## src/rtl/intc_dist_pkg.sv

```systemverilog
package intc_dist_pkg;

   typedef enum logic [3:0] {
      RG_CTRL, RG_SETEN, RG_CLREN, RG_SETPD, RG_CLRPD, RG_ACT,
      RG_PRIO, RG_TGT, RG_CFG, RG_SGI, RG_IDB, RG_NONE
   } region_e;

   typedef struct packed {
      logic set_en;
      logic clr_en;
      logic set_pnd;
      logic clr_pnd;
      logic wr_prio;
      logic wr_tgt;
      logic wr_cfg;
   } cell_cmd_t;

   function automatic region_e decode_region(input logic [11:0] a);
      region_e r;
      unique case (a[11:8])
         4'h0: r = (a[7:3] == 5'd0) ? RG_CTRL : RG_NONE;
         4'h1: r = a[7] ? RG_CLREN : RG_SETEN;
         4'h2: r = a[7] ? RG_CLRPD : RG_SETPD;
         4'h3: r = RG_ACT;
         4'h4, 4'h5, 4'h6, 4'h7: r = RG_PRIO;
         4'h8, 4'h9, 4'hA, 4'hB: r = RG_TGT;
         4'hC, 4'hD, 4'hE: r = RG_CFG;
         default: begin
            if (a == 12'hF00)          r = RG_SGI;
            else if (a[7:5] == 3'b111) r = RG_IDB;
            else                       r = RG_NONE;
         end
      endcase
      return r;
   endfunction

   function automatic logic [7:0] ident_byte(input logic [2:0] k);
      logic [7:0] b;
      unique case (k)
         3'd0: b = 8'h90;
         3'd1: b = 8'h13;
         3'd2: b = 8'h04;
         3'd3: b = 8'h00;
         3'd4: b = 8'h0D;
         3'd5: b = 8'hF0;
         3'd6: b = 8'h05;
         default: b = 8'hB1;
      endcase
      return b;
   endfunction

endpackage

```

## src/rtl/intc_irq_cell.sv

```systemverilog
module intc_irq_cell
   import intc_dist_pkg::*;
#(
   parameter bit RST_ON = 1'b0
) (
   input  logic       clk,
   input  logic       rst_n,
   input  cell_cmd_t  cmd,
   input  logic [7:0] wbyte,
   input  logic [1:0] cfg_bits,
   input  logic       line_in,
   input  logic       sw_set,
   input  logic       cpu_set,
   input  logic       cpu_clr,
   output logic       en_q,
   output logic       pnd_q,
   output logic       lvl_q,
   output logic       model_q,
   output logic       trig_q,
   output logic [7:0] prio_q,
   output logic [7:0] tgt_q
);

   logic rise, fall, pnd_d;

   assign rise = line_in & ~lvl_q;
   assign fall = ~line_in & lvl_q;

   always_comb begin
      pnd_d = pnd_q;
      if (rise && (trig_q || en_q))            pnd_d = 1'b1;
      if (cmd.set_en && lvl_q && !trig_q)      pnd_d = 1'b1;
      if (cmd.set_pnd || sw_set)               pnd_d = 1'b1;
      if (cmd.clr_pnd)                         pnd_d = 1'b0;
      if (cpu_set)                             pnd_d = 1'b1;
      if (cpu_clr)                             pnd_d = 1'b0;
   end

   always_ff @(posedge clk or negedge rst_n) begin
      if (!rst_n) begin
         en_q    <= RST_ON;
         trig_q  <= RST_ON;
         pnd_q   <= 1'b0;
         lvl_q   <= 1'b0;
         model_q <= 1'b0;
         prio_q  <= '0;
         tgt_q   <= '0;
      end else begin
         lvl_q <= line_in;
         pnd_q <= pnd_d;
         if (cmd.set_en)       en_q <= 1'b1;
         else if (cmd.clr_en)  en_q <= 1'b0;
         if (cmd.wr_prio) prio_q <= wbyte;
         if (cmd.wr_tgt)  tgt_q  <= wbyte;
         if (cmd.wr_cfg) begin
            model_q <= cfg_bits[0];
            trig_q  <= cfg_bits[1];
         end
      end
   end

   a_r12_cpu_clr_wins: assert property (@(posedge clk) disable iff (!rst_n)
      cpu_clr |=> !pnd_q);
   a_r12_cpu_set_wins: assert property (@(posedge clk) disable iff (!rst_n)
      (cpu_set && !cpu_clr) |=> pnd_q);
   a_r9_rise_pends: assert property (@(posedge clk) disable iff (!rst_n)
      (rise && (trig_q || en_q) && !cpu_clr && !cmd.clr_pnd) |=> pnd_q);
   a_r9_fall_keeps_pend: assert property (@(posedge clk) disable iff (!rst_n)
      (fall && cmd == '0 && !sw_set && !cpu_set && !cpu_clr) |=> (pnd_q == $past(pnd_q)));
   a_r9_fall_clears_level: assert property (@(posedge clk) disable iff (!rst_n)
      fall |=> !lvl_q);
   a_r3_set_enable: assert property (@(posedge clk) disable iff (!rst_n)
      cmd.set_en |=> en_q);

endmodule

```

## src/rtl/intc_dist_rdmux.sv

```systemverilog
module intc_dist_rdmux
   import intc_dist_pkg::*;
#(
   parameter int NUM_IRQ = 64
) (
   input  logic [11:0]          addr,
   input  logic                 dist_on,
   input  logic [NUM_IRQ-1:0]   en_v,
   input  logic [NUM_IRQ-1:0]   pnd_v,
   input  logic [NUM_IRQ-1:0]   act_v,
   input  logic [NUM_IRQ-1:0]   model_v,
   input  logic [NUM_IRQ-1:0]   trig_v,
   input  logic [8*NUM_IRQ-1:0] prio_v,
   input  logic [8*NUM_IRQ-1:0] tgt_v,
   output logic [7:0]           rd_byte
);

   localparam logic [7:0] LINES_CODE = 8'(NUM_IRQ / 32 - 1);

   function automatic logic [7:0] bank_byte(input logic [NUM_IRQ-1:0] v, input int g);
      logic [7:0] r;
      r = '0;
      for (int b = 0; b < 8; b++) begin
         if (g * 8 + b < NUM_IRQ) r[b] = v[g * 8 + b];
      end
      return r;
   endfunction

   region_e rgn;
   int      idx;

   always_comb begin
      rgn     = decode_region(addr);
      idx     = int'(addr[9:0]);
      rd_byte = '0;
      unique case (rgn)
         RG_CTRL: begin
            if (addr[2:0] == 3'd0)      rd_byte = {7'd0, dist_on};
            else if (addr[2:0] == 3'd4) rd_byte = LINES_CODE;
         end
         RG_SETEN, RG_CLREN: rd_byte = bank_byte(en_v, int'(addr[6:0]));
         RG_SETPD, RG_CLRPD: rd_byte = bank_byte(pnd_v, int'(addr[6:0]));
         RG_ACT:             rd_byte = bank_byte(act_v, int'(addr[7:0]));
         RG_PRIO: if (idx < NUM_IRQ) rd_byte = prio_v[idx*8 +: 8];
         RG_TGT:  if (idx < NUM_IRQ) rd_byte = tgt_v[idx*8 +: 8];
         RG_CFG: begin
            for (int j = 0; j < 4; j++) begin
               if (idx * 4 + j < NUM_IRQ) begin
                  rd_byte[2*j]   = model_v[idx*4 + j];
                  rd_byte[2*j+1] = trig_v[idx*4 + j];
               end
            end
         end
         RG_IDB: if (addr[1:0] == 2'b00) rd_byte = ident_byte(addr[4:2]);
         default: rd_byte = '0;
      endcase
   end

endmodule

```

## src/rtl/intc_dist_regs.sv

```systemverilog
module intc_dist_regs
   import intc_dist_pkg::*;
#(
   parameter int NUM_IRQ = 64,
   parameter bit RD_PIPE = 1'b0
) (
   input  logic                   clk,
   input  logic                   rst_n,
   input  logic                   wr_en,
   input  logic [11:0]            addr,
   input  logic [15:0]            wdata,
   output logic [7:0]             rdata,
   input  logic [NUM_IRQ-33:0]    irq_in,
   input  logic [NUM_IRQ-1:0]     irq_active,
   input  logic                   cpu_set_pend,
   input  logic [9:0]             cpu_set_id,
   input  logic                   cpu_clr_pend,
   input  logic [9:0]             cpu_clr_id,
   output logic                   dist_on,
   output logic [NUM_IRQ-1:0]     irq_enable,
   output logic [NUM_IRQ-1:0]     irq_pending,
   output logic [NUM_IRQ-1:0]     irq_level,
   output logic [NUM_IRQ-1:0]     irq_trig_edge,
   output logic [8*NUM_IRQ-1:0]   irq_prio
);

   localparam int NUM_EXT    = NUM_IRQ - 32;
   localparam int NUM_RST_ON = 15;

   if (NUM_IRQ < 64 || NUM_IRQ > 1020 || (NUM_IRQ % 32) != 0) begin : g_bad_count
      $error("intc_dist_regs: NUM_IRQ must be a multiple of 32 between 64 and 1020");
   end

   region_e                  rgn;
   logic [NUM_IRQ-1:0]       model_v;
   logic [8*NUM_IRQ-1:0]     tgt_v;
   logic [7:0]               rd_byte;

   assign rgn = decode_region(addr);

   always_ff @(posedge clk or negedge rst_n) begin
      if (!rst_n)                                dist_on <= 1'b0;
      else if (wr_en && addr == 12'h000)         dist_on <= wdata[0];
   end

   for (genvar i = 0; i < NUM_IRQ; i++) begin : g_cell
      localparam int GRP = i / 8;
      localparam int BIT = i % 8;
      localparam int CK  = i / 4;
      localparam int CJ  = i % 4;

      cell_cmd_t cmd;
      logic      line;
      logic      sw_set, cpu_set, cpu_clr;

      assign cmd.set_en  = wr_en && rgn == RG_SETEN && addr[6:0] == 7'(GRP) && wdata[BIT];
      assign cmd.clr_en  = wr_en && rgn == RG_CLREN && addr[6:0] == 7'(GRP) && wdata[BIT];
      assign cmd.set_pnd = wr_en && rgn == RG_SETPD && addr[6:0] == 7'(GRP) && wdata[BIT];
      assign cmd.clr_pnd = wr_en && rgn == RG_CLRPD && addr[6:0] == 7'(GRP) && wdata[BIT];
      assign cmd.wr_prio = wr_en && rgn == RG_PRIO && addr[9:0] == 10'(i);
      assign cmd.wr_tgt  = wr_en && rgn == RG_TGT  && addr[9:0] == 10'(i);
      assign cmd.wr_cfg  = wr_en && rgn == RG_CFG  && addr[9:0] == 10'(CK);
      assign sw_set      = wr_en && rgn == RG_SGI  && wdata[9:0] == 10'(i);
      assign cpu_set     = cpu_set_pend && cpu_set_id == 10'(i);
      assign cpu_clr     = cpu_clr_pend && cpu_clr_id == 10'(i);

      if (i >= 32) begin : g_ext
         assign line = irq_in[i - 32];
      end else begin : g_int
         assign line = 1'b0;
      end

      intc_irq_cell #(.RST_ON(i < NUM_RST_ON)) u_cell (
         .clk      (clk),
         .rst_n    (rst_n),
         .cmd      (cmd),
         .wbyte    (wdata[7:0]),
         .cfg_bits (wdata[2*CJ +: 2]),
         .line_in  (line),
         .sw_set   (sw_set),
         .cpu_set  (cpu_set),
         .cpu_clr  (cpu_clr),
         .en_q     (irq_enable[i]),
         .pnd_q    (irq_pending[i]),
         .lvl_q    (irq_level[i]),
         .model_q  (model_v[i]),
         .trig_q   (irq_trig_edge[i]),
         .prio_q   (irq_prio[8*i +: 8]),
         .tgt_q    (tgt_v[8*i +: 8])
      );
   end

   intc_dist_rdmux #(.NUM_IRQ(NUM_IRQ)) u_rdmux (
      .addr    (addr),
      .dist_on (dist_on),
      .en_v    (irq_enable),
      .pnd_v   (irq_pending),
      .act_v   (irq_active),
      .model_v (model_v),
      .trig_v  (irq_trig_edge),
      .prio_v  (irq_prio),
      .tgt_v   (tgt_v),
      .rd_byte (rd_byte)
   );

   if (RD_PIPE) begin : g_rd_flop
      always_ff @(posedge clk or negedge rst_n) begin
         if (!rst_n) rdata <= '0;
         else        rdata <= rd_byte;
      end
   end else begin : g_rd_comb
      assign rdata = rd_byte;
   end

   a_r2_ctrl_write: assert property (@(posedge clk) disable iff (!rst_n)
      (wr_en && addr == 12'h000) |=> (dist_on == $past(wdata[0])));
   a_r7_sgi_sets: assert property (@(posedge clk) disable iff (!rst_n)
      (wr_en && addr == 12'hF00 && int'(wdata[9:0]) < NUM_IRQ && !cpu_clr_pend)
      |=> irq_pending[$past(wdata[9:0])]);
   a_r11_oor_sgi_inert: assert property (@(posedge clk) disable iff (!rst_n)
      (wr_en && addr == 12'hF00 && int'(wdata[9:0]) >= NUM_IRQ && !cpu_set_pend)
      |=> ($countones(irq_pending) <= $countones($past(irq_pending))));
   a_r4_active_ro: assert property (@(posedge clk) disable iff (!rst_n)
      (wr_en && rgn == RG_ACT && !cpu_set_pend && !cpu_clr_pend && irq_in == irq_level[NUM_IRQ-1:32])
      |=> $stable(irq_pending) && $stable(irq_enable));

endmodule

```

## config.mk

```make
export PLATFORM = sky130hd
export DESIGN_NAME = intc_dist_regs
export DESIGN_NICKNAME = d
export VERILOG_FILES = /design/src/rtl/intc_dist_pkg.sv /design/src/rtl/intc_irq_cell.sv /design/src/rtl/intc_dist_rdmux.sv /design/src/rtl/intc_dist_regs.sv
export SDC_FILE = /design/constraint.sdc
export NUM_CORES = 2
export LEC_CHECK = 0
export ABC_CLOCK_PERIOD_IN_PS = 4300
export BUFFER_PORTS_ARGS = -buffer_cell sky130_fd_sc_hd__clkbuf_2
export CORE_AREA = 2 2 359 361
export DETAILED_ROUTE_END_ITERATION = 6
export DIE_AREA = 0 0 361 363
export PLACE_DENSITY_LB_ADDON = 0.1
export SLEW_MARGIN = 30
export SYNTH_ARGS = -nofsm -noshare
export SYNTH_HDL_FRONTEND = slang
export SYNTH_SLANG_ARGS = --single-unit
```

## constraint.sdc

```tcl
create_clock -name clk -period 4.3 [get_ports clk]
set_input_delay 0.43 -clock clk [delete_from_list [all_inputs] [get_ports clk]]
set_output_delay 0.43 -clock clk [all_outputs]
set_load 0.01 [all_outputs]
```

# After elaboration in Yosys (flattened, before gate mapping)
# Index checks and enable logic that the tools add are counted.
# W data, S select, Z words.
# totals
out_inout_bits	777
in_bits	149
elab_cells	2415
regBits	1313
# op_classes
reduce_logical	1002
magnitude_cmp	41
n_bitwise	64
n_eq_ne	292
shifts	2
mux	580
add_sub_neg	17
# ops
cell	n
$eq A10 B6 Y1 const B	128
$shiftx A512 B14 Y8	2
$lt A32 B8 Y1 const B	23
$logic_and A1 B1 Y1	729
$eq A10 B5 Y1 const B	64
$mux W1	533
$eq A10 B4 Y1 const B	32
$reduce_bool A6 Y1	32
$bmux W1 S6	27
$eq A10 B3 Y1 const B	16
$reduce_bool A2 Y1	64
$reduce_bool A4 Y1	32
$logic_or A1 B1 Y1	96
$lt A12 B7 Y1 const B	8
$eq A10 B2 Y1 const B	8
$lt A11 B7 Y1 const B	7
$pmux W8 S8	1
$pmux W8 S7	1
$add A11 B3 Y12 const B	4
$add A10 B3 Y11 const B	4
$eq A10 B1 Y1 const B	4
$eq A4 B4 Y1 const B	10
$logic_not A10 Y1	4
$and A1 B1 Y1	32
other kinds (35)	137

# Logic depth before layout (Yosys ltp)
# depth
depth_word	15
depth_mapped	11
mapped_depth_nobuf	6

# Modules after synthesis
# Synthesis repeated with hierarchy kept, for this count alone.
# hier_totals
cells_unflattened	5182
hier_area_um2	73548.0
# by_module_without_submodules
module	instances	cells_per_inst	seq_area_each_um2	area_per_inst_um2
intc_irq_cell at g_cell[15].u_cell ...	49	49	525.5	875.8
intc_irq_cell at g_cell[0].u_cell ...	15	49	528.0	878.3
intc_dist_rdmux	1	952	0.0	11245.8
intc_dist_regs	1	1094	25.0	6211.0

# Worst setup path before layout
# Ideal clock, no wire load.
# synth_timing
kind	input to output
start	in addr[0]
end	out rdata[3]
path_stages	9
t_required_ns	3.870
arrival_time_ns	2.945
path_buffers	4
slack_ns	0.925
path_cell_list	buf_2 -> buf_2 -> clkbuf_1 -> buf_2 -> mux4_2 -> mux2i_1 -> o22ai_1 -> a2111oi_0 -> nand4_1
# synth_between
elab_chain_len	6
word_cells_on_any_way	45
cone_classes	add/sub (3); order compare (4); eq/ne (10); shift (2); mux (22); reduce/logical (4)
# synth_rtl
item	line_no	source
start: declaration	intc_dist_regs.sv:10	input logic [11:0] addr,
$add A12 B1 Y13 (tied with other cells)	intc_dist_rdmux.sv:48, intc_dist_rdmux.sv:50	
$bmux W1 S6 (tied with other cells)	intc_dist_rdmux.sv:50	rd_byte[2*j+1] = trig_v[idx*4 + j];
$mux W1 (not written as such) (tied with other cells) (2 in series)	intc_dist_rdmux.sv:50	
$mux W2 (tied with other cells)	intc_dist_rdmux.sv:48	if (idx * 4 + j < NUM_IRQ) begin
$pmux W8 S8 (*)	intc_dist_rdmux.sv:36	unique case (rgn)
end: declaration	intc_dist_regs.sv:12	output logic [7:0] rdata,
# Every way passes the cells marked *; elsewhere a longest branch is shown, timed or not. The select of a mux whose other input is x is not followed.

# Worst setup path after layout
# layout_timing
start	in addr[1]
end	out rdata[1]
# layout_between
elab_chain_len	6
word_cells_on_any_way	43
cone_classes	add/sub (2); order compare (4); eq/ne (10); shift (2); mux (21); reduce/logical (4)
# layout_rtl
item	line_no	source
$add A11 B1 Y12 (tied with other cells)	intc_dist_rdmux.sv:24	if (g * 8 + b < NUM_IRQ) r[b] = v[g * 8 + b];
$bmux W1 S6 or $mux W4 (tied branches)	intc_dist_rdmux.sv:24, intc_dist_pkg.sv:29	
$mux W1 (not written as such) or $pmux W4 S7 (tied branches)	intc_dist_rdmux.sv:24, intc_dist_pkg.sv:20	
$mux W1 (not written as such) (tied with other cells)	intc_dist_rdmux.sv:24	
$mux W1 or $reduce_or A2 Y1 (tied branches)	intc_dist_rdmux.sv:24, intc_dist_rdmux.sv:36	
$pmux W8 S8 (*)	intc_dist_rdmux.sv:36	
# Marks and branches as above.

==> results.json <==
{
  "fin_nets": 5822,
  "powerDensity_nw_per_um2": 359,
  "cts.path.max_buffers": 3,
  "crit_path_end_kind": "output pin",
  "holdPathEnd": "g_cell[4].u_cell.pnd_q",
  "detail_route.wl_per_cell_um": 33.8,
  "clock-root-buffer": "clkbuf_16",
  "fmaxAchievable_ghz": 0.233,
  "grt_pass1_wl_um": 358000,
  "hold_viol": 0,
  "cts.htree.levels": 4,
  "grt.total_usage": 0.380,
  "yosys.area.top_type_share": 0.492,
  "globalplace.congestion": 1.02,
  "cp_data_required_time_ns": 3.87,
  "yosysSeqAreaShare": 0.504,
  "synth_ff_type": "dfrtp_1",
  "drt_pre_antenna_iters": 7,
  "drc": 6,
  "initial_core_util": 0.513,
  "drt-initial-drc-count": 4825,
  "fin_crit_sh": 0.997,
  "clk_pin_slew_worst_paths_ns": 0.06,
  "timing.rr.start": "g_cell[37].u_cell.en_q",
  "min_path_type": "in2reg",
  "io_buffers": 887,
  "tritoncts": "built",
  "leakage_nw": 37.7,
  "ant_nets": 0,
  "drive_gt1_frac": 0.499,
  "antenna_found_initial": 9,
  "multi_input_area_sq_um": 29300,
  "setup_viol": 0,
  "fin_tns_setup_ns": 0,
  "grt_setup_unrepaired": "no",
  "synth_top_area_cell": "dfrtp_1",
  "dieArea_sq_um": 131000,
  "critPathMaxFanout": 43,
  "r2r_end": "g_cell[37].u_cell.pnd_q",
  "clkLatencyLatePin_ns": 0.79,
  "dieHeight_um": 363,
  "cap_violations": 0,
  "startpoint": "addr[1]",
  "reg2reg_slack_ns": 2.18,
  "synthTopCellsByCount": "dfrtp_1 (1283), mux2_2 (1173), nand2_1 (350), mux4_2 (276), clkbuf_1 (268)",
  "hold_path.startpoint": "wdata[4]",
  "syn_area_per_cell_sq_um": 13.2,
  "yosysMostFrequentCell": "dfrtp_1",
  "finalCriticalPeriod_ns": 4.29,
  "outcome": "finished, violations left",
  "grt_max_degree": 139,
  "startpoint_type": "input pin",
  "rows": 131,
  "post-dp-hpwl_um": 180000,
  "seq_area_sq_um": 32900,
  "yosys_warnings": 0,
  "skew_ns": 0.0179,
  "io-pin-count": 926,
  "maxSlewViolCount": 0,
  "critPathKind": "in2out",
  "cts_sinks": 1313,
  "drt-total-wl_um": 252000,
  "violations": "design-rule violations",
  "grt_pass1_vias": 47300,
  "area_growth_pct": 17.2,
  "max-vdd-ir-drop_mv": 0.356,
  "whs_ns": 0.145,
  "synth.distinct_cells": 71,
  "core_sq_um": 127000,
  "synth_cells": 4939,
  "async_flop_share": 1.00,
  "ys_ff_latch": 1313,
  "slew_headroom": 0.262,
  "fill_cells": 10300,
  "synth_edf_count": 0,
  "syn_area_sq_um": 65200,
  "die_w_um": 361,
  "tightest_slew_ns": 1.10,
  "post_cts_buffers": 0,
  "whs_path_depth": 3,
  "ff2ff_path_depth": 6,
  "crit_arrival_ns": 3.86,
  "grt.overflow.total": 0,
  "num_vias": 48200,
  "numCtsBuffers": 150,
  "viasPerCell": 6.47,
  "yosys-top-cells-area": "dfrtp_1 (49%), mux2_2 (20%), mux4_2 (9.5%), buf_4 (3.0%), mux2i_1 (2.3%)"
}
## cells by family (layout without fill, tap and decap cells)
kind of cell | after synthesis | after routing | synth area share
flip-flops | 1313 | 1313 | 0.504
buffers and inverters | 617 | 1435 | 0.0514
AND/OR/NAND/NOR | 892 | 892 | 0.0651
other | 1 | 34 | 0.0000575
XOR/XNOR | 1 | 1 | 0.000134
multiplexers | 1602 | 1602 | 0.321
AO/OA/AOI/OAI | 513 | 513 | 0.0576
## placed cells by master, fill, tap and decap left out, drive strengths merged, types with 69 or more instances in the layout
cell type  synthesis  final
buf              339    251
nand3             78     78
dfrtp           1283   1283
mux2i            153    153
a22o              69     69
mux2            1173   1173
nand2            350    350
clkbuf           268   1106
nor2             214    214
mux4             276    276
a21oi             80     80
a22oi             81     81
## sequential cells by signal (all words and copies together), names as in the netlist
register,count
g_cell.u_cell.trig_q,64
g_cell.u_cell.tgt_q,512
g_cell.u_cell.model_q,64
g_cell.u_cell.pnd_q,64
g_cell.u_cell.en_q,64
g_cell.u_cell.lvl_q,32
dist_on,1
g_cell.u_cell.prio_q,512
## critical path: stages
cell and delay, ns:
buf_8 0.49, buf_4 0.45, mux4_2 0.59, mux2i_1 0.46, buf_4 0.22, o32ai_1 0.08
or4_1 0.55, a21oi_1 0.22, nand4b_1 0.12, clkbuf_2 0.21
## what timing repair did
item                                   4_1_cts  5_1_grt
endpoints found under the hold margin      108        0
hold buffers                                33        0
pin swaps                                    0        0
gates resized for setup                      7        4
setup endpoints to repair                    4        3
## per-stage QoR
step	instances	area, sq um	utilization	setup WS [ns]	power, W
floorplan	4970	65300	-	0.925	0.0137
global placement	7147	71000	0.559	-0.826	0.0147
detailed placement	7147	71000	0.559	-0.358	0.0147
CTS	7447	76300	0.601	0.00922	0.0275
global route	7450	76400	0.601	0.00455	0.0281
finish	7452	76400	0.601	0.0123	0.0274
## worst max-delay path by stage
stage,slack (ns),endpoint
3_5_place_dp,-0.36,rdata[3]
2_1_floorplan,0.92,rdata[3]
4_1_cts,0.009,rdata[7]
6_report,0.01,rdata[1]
3_3_place_gp,-0.83,rdata[7]
5_1_grt,0.005,rdata[1]
## cell type report
| cell class | count | share of cell area |
|---|---|---|
| inverters | 10 | 0.000524 |
| well taps | 1662 | 0.0272 |
| diodes | 2 | 0.0000655 |
| clock inverters | 35 | 0.00450 |
| repair buffers | 1158 | 0.0935 |
| clock buffers | 232 | 0.0601 |
| multi-input cells | 3040 | 0.384 |
| flip-flops and latches | 1313 | 0.431 |
## per-layer routing
layer / share of wire / track usage / vias up / routed length [um]
li1: - / - / 19600 / -
met1: 0.40 / 0.512 / 25400 / 101000
met2: 0.46 / 0.589 / 2616 / 116000
met3: 0.087 / 0.0843 / 530 / 21900
met4: 0.054 / 0.181 / 10 / 13600
met5: 0.00026 / 0 / - / 65
## report_power, final
part | switching (W) | total [W] | internal (W)
combinational | 0.00135 | 0.00195 | 0.000607
sequential | 0.000115 | 0.0126 | 0.0125
clock | 0.00530 | 0.0129 | 0.00757
No activity file was read; power rests on OpenSTA's default activity.
